**src/rtl/wid_pkg.sv**
```systemverilog
package wid_pkg;

    typedef enum logic [1:0] {
        SENSE_LOW  = 2'b00,
        SENSE_RISE = 2'b01,
        SENSE_FALL = 2'b10,
        SENSE_BOTH = 2'b11
    } sense_e;

    typedef struct packed {
        logic prev;        // synchronised pin value seen on the previous edge
        logic edge_flag;   // sticky edge event flag
    } pin_state_t;

endpackage

```
**src/rtl/wid_sync.sv**
```systemverilog
module wid_sync #(
    parameter int STAGES    = 2,
    parameter bit RESET_VAL = 1'b1
) (
    input  logic clk,
    input  logic rst_n,
    input  logic hold,
    input  logic d,
    output logic q
);
    logic [STAGES-1:0] chain_d, chain_q;

    always_comb begin
        chain_d = chain_q;
        if (!hold) begin
            chain_d = {chain_q[STAGES-2:0], d};
        end
    end

    always_ff @(posedge clk or negedge rst_n) begin
        if (!rst_n) begin
            chain_q <= {STAGES{RESET_VAL}};
        end else begin
            chain_q <= chain_d;
        end
    end

    assign q = chain_q[STAGES-1];
endmodule

```
**src/rtl/wid_pin.sv**
```systemverilog
module wid_pin
    import wid_pkg::*;
#(
    parameter int SYNC_STAGES = 2
) (
    input  logic       clk,
    input  logic       rst_n,
    input  logic       stop_i,
    input  logic       pin_i,
    input  logic [1:0] mode_i,
    input  logic       clr_i,
    output logic       flag_o
);
    logic       pin_s;
    logic       rise, fall, hit;
    pin_state_t st_d, st_q;

    wid_sync #(
        .STAGES   (SYNC_STAGES),
        .RESET_VAL(1'b1)
    ) u_sync (
        .clk  (clk),
        .rst_n(rst_n),
        .hold (stop_i),
        .d    (pin_i),
        .q    (pin_s)
    );

    always_comb begin
        rise = pin_s & ~st_q.prev;
        fall = ~pin_s & st_q.prev;
        case (mode_i)
            SENSE_RISE: hit = rise;
            SENSE_FALL: hit = fall;
            SENSE_BOTH: hit = rise | fall;
            default:    hit = 1'b0;
        endcase

        st_d = st_q;
        if (!stop_i) begin
            st_d.prev = pin_s;
            if (mode_i == SENSE_LOW) begin
                st_d.edge_flag = 1'b0;
            end else if (hit) begin
                st_d.edge_flag = 1'b1;       // event beats clear
            end else if (clr_i) begin
                st_d.edge_flag = 1'b0;
            end
        end

        if (mode_i == SENSE_LOW) begin
            flag_o = stop_i ? ~pin_i : ~pin_s;
        end else begin
            flag_o = st_q.edge_flag;
        end
    end

    always_ff @(posedge clk or negedge rst_n) begin
        if (!rst_n) begin
            st_q <= '{prev: 1'b1, edge_flag: 1'b0};
        end else begin
            st_q <= st_d;
        end
    end
endmodule

```
**src/rtl/wake_irq_detect.sv**
```systemverilog
module wake_irq_detect #(
    parameter int NUM_PINS    = 8,
    parameter int SYNC_STAGES = 2
) (
    input  logic                  clk,
    input  logic                  rst_n,
    input  logic [NUM_PINS-1:0]   pin_i,
    input  logic [2*NUM_PINS-1:0] mode_i,
    input  logic [NUM_PINS-1:0]   en_i,
    input  logic                  stop_i,
    input  logic [NUM_PINS-1:0]   clr_i,
    output logic [NUM_PINS-1:0]   flag_o,
    output logic                  req_o
);
    logic [NUM_PINS-1:0] flag_w;

    for (genvar g = 0; g < NUM_PINS; g++) begin : g_pin
        wid_pin #(
            .SYNC_STAGES(SYNC_STAGES)
        ) u_pin (
            .clk   (clk),
            .rst_n (rst_n),
            .stop_i(stop_i),
            .pin_i (pin_i[g]),
            .mode_i(mode_i[2*g +: 2]),
            .clr_i (clr_i[g]),
            .flag_o(flag_w[g])
        );
    end

    always_comb begin
        flag_o = flag_w;
        req_o  = |(flag_w & en_i);
    end
endmodule

```
**config.mk**
```make
export PLATFORM = sky130hd
export DESIGN_NAME = wake_irq_detect
export DESIGN_NICKNAME = d
export VERILOG_FILES = /design/src/rtl/wid_pkg.sv /design/src/rtl/wid_sync.sv /design/src/rtl/wid_pin.sv /design/src/rtl/wake_irq_detect.sv
export SDC_FILE = /design/constraint.sdc
export NUM_CORES = 1
export LEC_CHECK = 0
export ABC_AREA = 0
export CELL_PAD_IN_SITES_DETAIL_PLACEMENT = 1
export CELL_PAD_IN_SITES_GLOBAL_PLACEMENT = 1
export CORE_ASPECT_RATIO = 0.8
export CORE_UTILIZATION = 40
export CTS_BUF_LIST = sky130_fd_sc_hd__clkbuf_4 sky130_fd_sc_hd__clkbuf_8 sky130_fd_sc_hd__clkbuf_16
export DETAILED_ROUTE_END_ITERATION = 8
export DONT_BUFFER_PORTS = 1
export GPL_ROUTABILITY_DRIVEN = 0
export PLACE_DENSITY_LB_ADDON = 0.05
export RECOVER_POWER = 50
export SLEW_MARGIN = 20
export SYNTH_ARGS = -nofsm -noshare
export SYNTH_HDL_FRONTEND = slang
export SYNTH_SLANG_ARGS = --single-unit
```
**constraint.sdc**
```tcl
create_clock -name clk -period 2 [get_ports clk]
set_clock_uncertainty 0.15 [all_clocks]
set_input_delay 0.1 -clock clk [delete_from_list [all_inputs] [get_ports clk]]
set_output_delay 0.1 -clock clk [all_outputs]
set_load 0.03 [all_outputs]
```
Word-level counts from Yosys, hierarchy flattened
Index checks and enable logic that the tools add are counted.
W data, S select, Z words.
{"block": "word_totals", "input_bits": 43, "out_inout_bits": 9, "register_bits": 32, "word_cells": 171}
{"block": "classes", "bitwise_logic": 50, "n_mux": 48, "n_reduce_logical": 25, "n_eq_ne": 24}
{"cell": "$mux W1", "count": 40}
{"cell": "$eq A2 B2 Y1 const B", "count": 16}
{"cell": "$not A1 Y1", "count": 25}
{"cell": "$pmux W1 S3", "count": 8}
{"cell": "$reduce_bool A3 Y1", "count": 8}
{"cell": "$and A1 B1 Y1", "count": 16}
{"cell": "$eq A2 B1 Y1 const B", "count": 8}
{"cell": "$logic_not A2 Y1", "count": 8}
{"cell": "$reduce_and A2 Y1", "count": 8}
{"cell": "$and A8 B8 Y8", "count": 1}
{"cell": "$or A1 B1 Y1", "count": 8}
{"cell": "$reduce_or A8 Y1", "count": 1}

Logic depth before layout (Yosys ltp)
{"block": "logic_depth", "depth_word": 6, "ltp_mapped": 6, "mapped_depth_nobuf": 6}

Cells and area by module
Synthesis repeated with hierarchy kept, for this count alone.
{"block": "unflattened", "cells_unflattened": 173, "hier_area_um2": 1918.1}
{"mod": "wid_pin", "area_each_um2": 160.2, "cells_per_inst": 17, "seq_area_each_um2": 51.3, "instances": 8}
{"mod": "wid_sync", "area_each_um2": 75.1, "cells_per_inst": 4, "seq_area_each_um2": 52.6, "instances": 8}
{"mod": "wake_irq_detect", "area_each_um2": 36.3, "cells_per_inst": 5, "seq_area_each_um2": 0.0, "instances": 1}

Least setup slack after synthesis
No wires, ideal clock.
{"block": "synth_timing", "kind": "reg2reg", "from": "register g_pin[7].u_pin.st_q[1] in the netlist's numbering", "to": "register g_pin[7].u_pin.st_q[0] in the netlist's numbering", "setup_ns": 0.095, "synth_period_minus_slack_ns": 1.493, "n_path_buf": 0, "slack_ns": 0.507, "t_arrival_ns": 1.248, "stages_incl_launch_ff": 7, "cell_sequence": "dfstp_2 -> inv_1 -> ha_1 -> nand2b_1 -> nand3_1 -> o21ai_0 -> o31ai_1"}
{"block": "synth_via", "elab_chain_cells": 6, "elab_cells_between_ends": 9, "classes_between": "3 x mux; 4 x bitwise; 2 x reduce/logical"}
{"item": "from (decl)", "line_no": "wid_pin.sv:16", "source": "pin_state_t st_d, st_q;"}
{"item": "from (signal assigned)", "line_no": "wid_pin.sv:60", "source": "st_q <= '{prev: 1'b1, edge_flag: 1'b0};"}
{"item": "from (signal assigned)", "line_no": "wid_pin.sv:62", "source": "st_q <= st_d;"}
{"item": "$not A1 Y1", "line_no": "wid_pin.sv:30", "source": "rise = pin_s & ~st_q.prev;"}
{"item": "$and A1 B1 Y1", "line_no": "wid_pin.sv:30"}
{"item": "$or A1 B1 Y1", "line_no": "wid_pin.sv:35", "source": "SENSE_BOTH: hit = rise | fall;"}
{"item": "$pmux W1 S3 (*)", "line_no": "wid_pin.sv:32", "source": "case (mode_i)"}
{"item": "$reduce_bool A3 Y1 (no source line) or $mux W1 (tied branches)"}
{"item": "$reduce_and A2 Y1 (no source line) or $mux W1 (tied branches)"}
Mark *: on every way between the ends. The rest lies on a longest branch, timed or not.
A chain may end at the register's enable or synchronous reset.

Final worst setup path
{"block": "layout_timing", "from": "register g_pin[6].u_pin.st_q[1] in the netlist's numbering", "to": "register g_pin[6].u_pin.st_q[0] in the netlist's numbering"}
{"block": "layout_via", "elab_chain_cells": 6, "elab_cells_between_ends": 9, "classes_between": "3 x mux; 4 x bitwise; 2 x reduce/logical"}
{"item": "from (decl)", "line_no": "wid_pin.sv:16"}
{"item": "from (signal assigned)", "line_no": "wid_pin.sv:60"}
{"item": "from (signal assigned)", "line_no": "wid_pin.sv:62"}
{"item": "$not A1 Y1", "line_no": "wid_pin.sv:30"}
{"item": "$and A1 B1 Y1", "line_no": "wid_pin.sv:30"}
{"item": "$or A1 B1 Y1", "line_no": "wid_pin.sv:35"}
{"item": "$pmux W1 S3 (*)", "line_no": "wid_pin.sv:32"}
{"item": "$reduce_bool A3 Y1 (no source line) or $mux W1 (tied branches)"}
{"item": "$reduce_and A2 Y1 (no source line) or $mux W1 (tied branches)"}
Marks and branches as above.

==> qor.yml <==
outcome:
  outcome: "complete, but fails checks"
  violations: "negative hold slack"
timing:
  maxSlewHeadroom_pct: 45.5
  fin_setup_tns_ns: 0
  period_needed_ns: 1.92
  fin_crit_sh_pct: 95.9
  tightest_slew_ns: 0.817
  hold_viol_final: 1
  whs_ns: -0.00461
  rsz0062_at_grt: "true"
  slew_viol_final: 0
  setup_viol: 0
  max_freq_mhz: 522
floorplanning:
  dieArea_um2: 5530
  coreArea_um2: 5040
  start_util_pct: 41.6
  num_io_pins: 52
  die-height_um: 66.7
  row_count: 23
  die_x_um: 82.9
routing:
  drtAntennaViolNets: 0
  routedWlPerCell_um: 15.6
  via_count: 1655
  drt-initial-drc-count: 72
  wl_um: 4960
  dr.pass1.iters: 4
  drc_errors: 0
  viasPerCell: 5.20
worst_setup_path:
  endpoint_kind: "register"
  cp.arrival_ns: 1.93
  r2r-start: "g_pin[6].u_pin.st_q[1]"
  cp.required_ns: 2.01
  cp_max_fo: 3
  crit_type: "register to register"
  crit_path_start_kind: "register"
  crit_start: "g_pin[6].u_pin.st_q[1]"
synthesis:
  netlist.top_cell.by_area: "dfstp_2"
  synth_top_cell_area_share_pct: 30.1
  yosysWarningCount: 0
  synth_area_leaders: "dfstp_2 (30%), mux2_2 (12%), dfrtp_1 (9.6%), ha_1 (9.6%), mux2i_1 (6.7%)"
  syn-num-nets: 279
  ys_ff_latch: 32
  ys_types: 27
  netlist_instances: 220
  synth.avg_cell_area_um2: 9.53
  ys_seq_area_share_pct: 39.6
  netlist_area_um2: 2100
power:
  p_per_area_nw_per_um2: 765
  power.total_uw: 1990
  ir_drop_mv: 0.472
  leakage_uw: 0.00114
clock_network:
  cts-root-buf: "clkbuf_8"
  clockBufferDepth: 2
  cts_made_buffers: 5
  clk_latency_ns: 0.28
  cts.sinks: 32
  clk_pin_slew_ns: 0.06
  ctsHtreeMaxLevel: 2
  cts_tree: "built"
  post-cts-setup-buffers: 0
hold_path:
  hp-class: "primary input to register"
  min-delay-start: "mode_i[4]"
place:
  io_buffer_count: 0
  dp_hpwl_um: 3200
  dpl.cell_count: 268
layout:
  layoutNonFillerInstCount: 318
  num-fill-cells: 583
  n_antenna_cell: 0
  drive_gt1_share_pct: 24.2
  fin_nets: 314
  utilization_pct: 51.7
  area_growth_syn_to_layout_pct: 24.1
global_route:
  grt_overflow: 0
  grt_pass1_vias: 1791
  grt_util_all_layers_pct: 19.3
  grt_max_degree: 50
  antenna_found_initial: 0
  grt_pass1_wl_um: 8270
job:
  max_cap_violations: 0
## cells in the mapped netlist (all sizes together)
cell type  count
nor4           1
dfrtp          8
mux2          24
nand2         23
a211oi         1
o31ai          1
and4           1
o22ai          3
nand4          1
ha            16
nand2b         2
nor2          22
nand3          9
clkbuf         1
o21ai         23
and3           1
inv           22
nor2b          1
dfstp         24
a21oi          7
mux2i         14
buf           13
nor3b          2
## where the power goes
part,switching (uW),leakage [uW],internal (uW),total (uW)
Sequential,80.5,0.000352,802,882
Clock,225,0.0000523,307,532
Combinational,315,0.000732,262,577
## placed cells by master (no fill, tap or decap), types with 2 or more instances in the layout
| cell | Yosys | final |
|---|---|---|
| a21oi_1 | 7 | 7 |
| clkbuf_4 | 0 | 2 |
| clkbuf_8 | 0 | 6 |
| dfrtp_1 | 8 | 8 |
| dfstp_2 | 24 | 24 |
| dlygate4sd3_1 | 0 | 40 |
| ha_1 | 16 | 16 |
| inv_1 | 22 | 22 |
| mux2_2 | 23 | 23 |
| mux2i_1 | 14 | 14 |
| nand2_1 | 22 | 22 |
| nand2b_1 | 2 | 2 |
| nand3_1 | 9 | 9 |
| nor2_1 | 22 | 20 |
| nor2_2 | 0 | 2 |
| nor3b_1 | 2 | 2 |
| o21ai_0 | 23 | 22 |
| o22ai_1 | 3 | 3 |
## flip-flops by register name (all words and copies together) (netlist names)
| register | count |
|---|---|
| g_pin.u_pin.st_q | 16 |
| g_pin.u_pin.u_sync.chain_q | 16 |
## critical path: stages, from the launching register on
cell and delay (ns):
dfstp_2 0.54, inv_1 0.04, ha_1 0.19, nor3b_1 0.14
o21ai_1 0.11, dlygate4sd3_1 0.55, nand3_1 0.07
## metal layers
layer | vias up | track usage [%] | share of wire, %
li1 | 806 | - | -
met4 | 0 | 7.76 | 1.7
met1 | 801 | 23.8 | 44
met2 | 37 | 33.3 | 50
met3 | 11 | 4.21 | 4.1
met5 | - | 0 | 0
## per-stage QoR
step / setup WS [ns] / cell area [um^2]
final: 0.0825 / 2600
after global routing: -0.00344 / 2600
after CTS: 0.0210 / 2610
after detailed placement: 0.427 / 2070
after global placement: 0.477 / 2070
after floorplan: 0.507 / 2100
## path summary, 6_finish.rpt
kind | slack [ns] | to | cells past startpoint
worst min-delay path | -0.005 | g_pin[2].u_pin.st_q[0] | 3
worst max-delay path | 0.08 | g_pin[6].u_pin.st_q[0] | 6
max in group asynchronous | 0.87 | g_pin[4].u_pin.st_q[0] | 2
min in group asynchronous | 0.33 | g_pin[2].u_pin.st_q[0] | 2
worst min register to register | 0.35 | g_pin[1].u_pin.st_q[1] | 2
worst max register to register | 0.08 | g_pin[6].u_pin.st_q[0] | 6
## layout make-up
cell class,count,area [um^2],area share [%]
inverter,22,82.6,3.17
sequential,32,831,31.9
timing repair buffer,42,425,16.4
tap,62,77.6,2.98
multi-input combinational,152,1090,41.8
clock buffer,8,97.6,3.75
## cells by family (layout without fill, tap and decap cells)
family / after synthesis / in the layout / synth area share (%)
AO/OA/AOI/OAI: 35 / 35 / 8.78
adder cells (fa/ha/maj): 16 / 16 / 9.55
AND/OR/NAND/NOR: 63 / 63 / 13.6
multiplexers: 38 / 38 / 19.8
buffers and inverters: 36 / 72 / 8.72
flip-flops: 32 / 32 / 39.6
## repair_timing
| action | 4_1_cts | 5_1_grt |
|---|---|---|
| setup endpoints to repair | 0 | 2 |
| gates resized for setup | 0 | 3 |
| endpoints found under the hold margin | 64 | 0 |
| hold buffers | 42 | 0 |
Power figures use the tool's default switching activity.
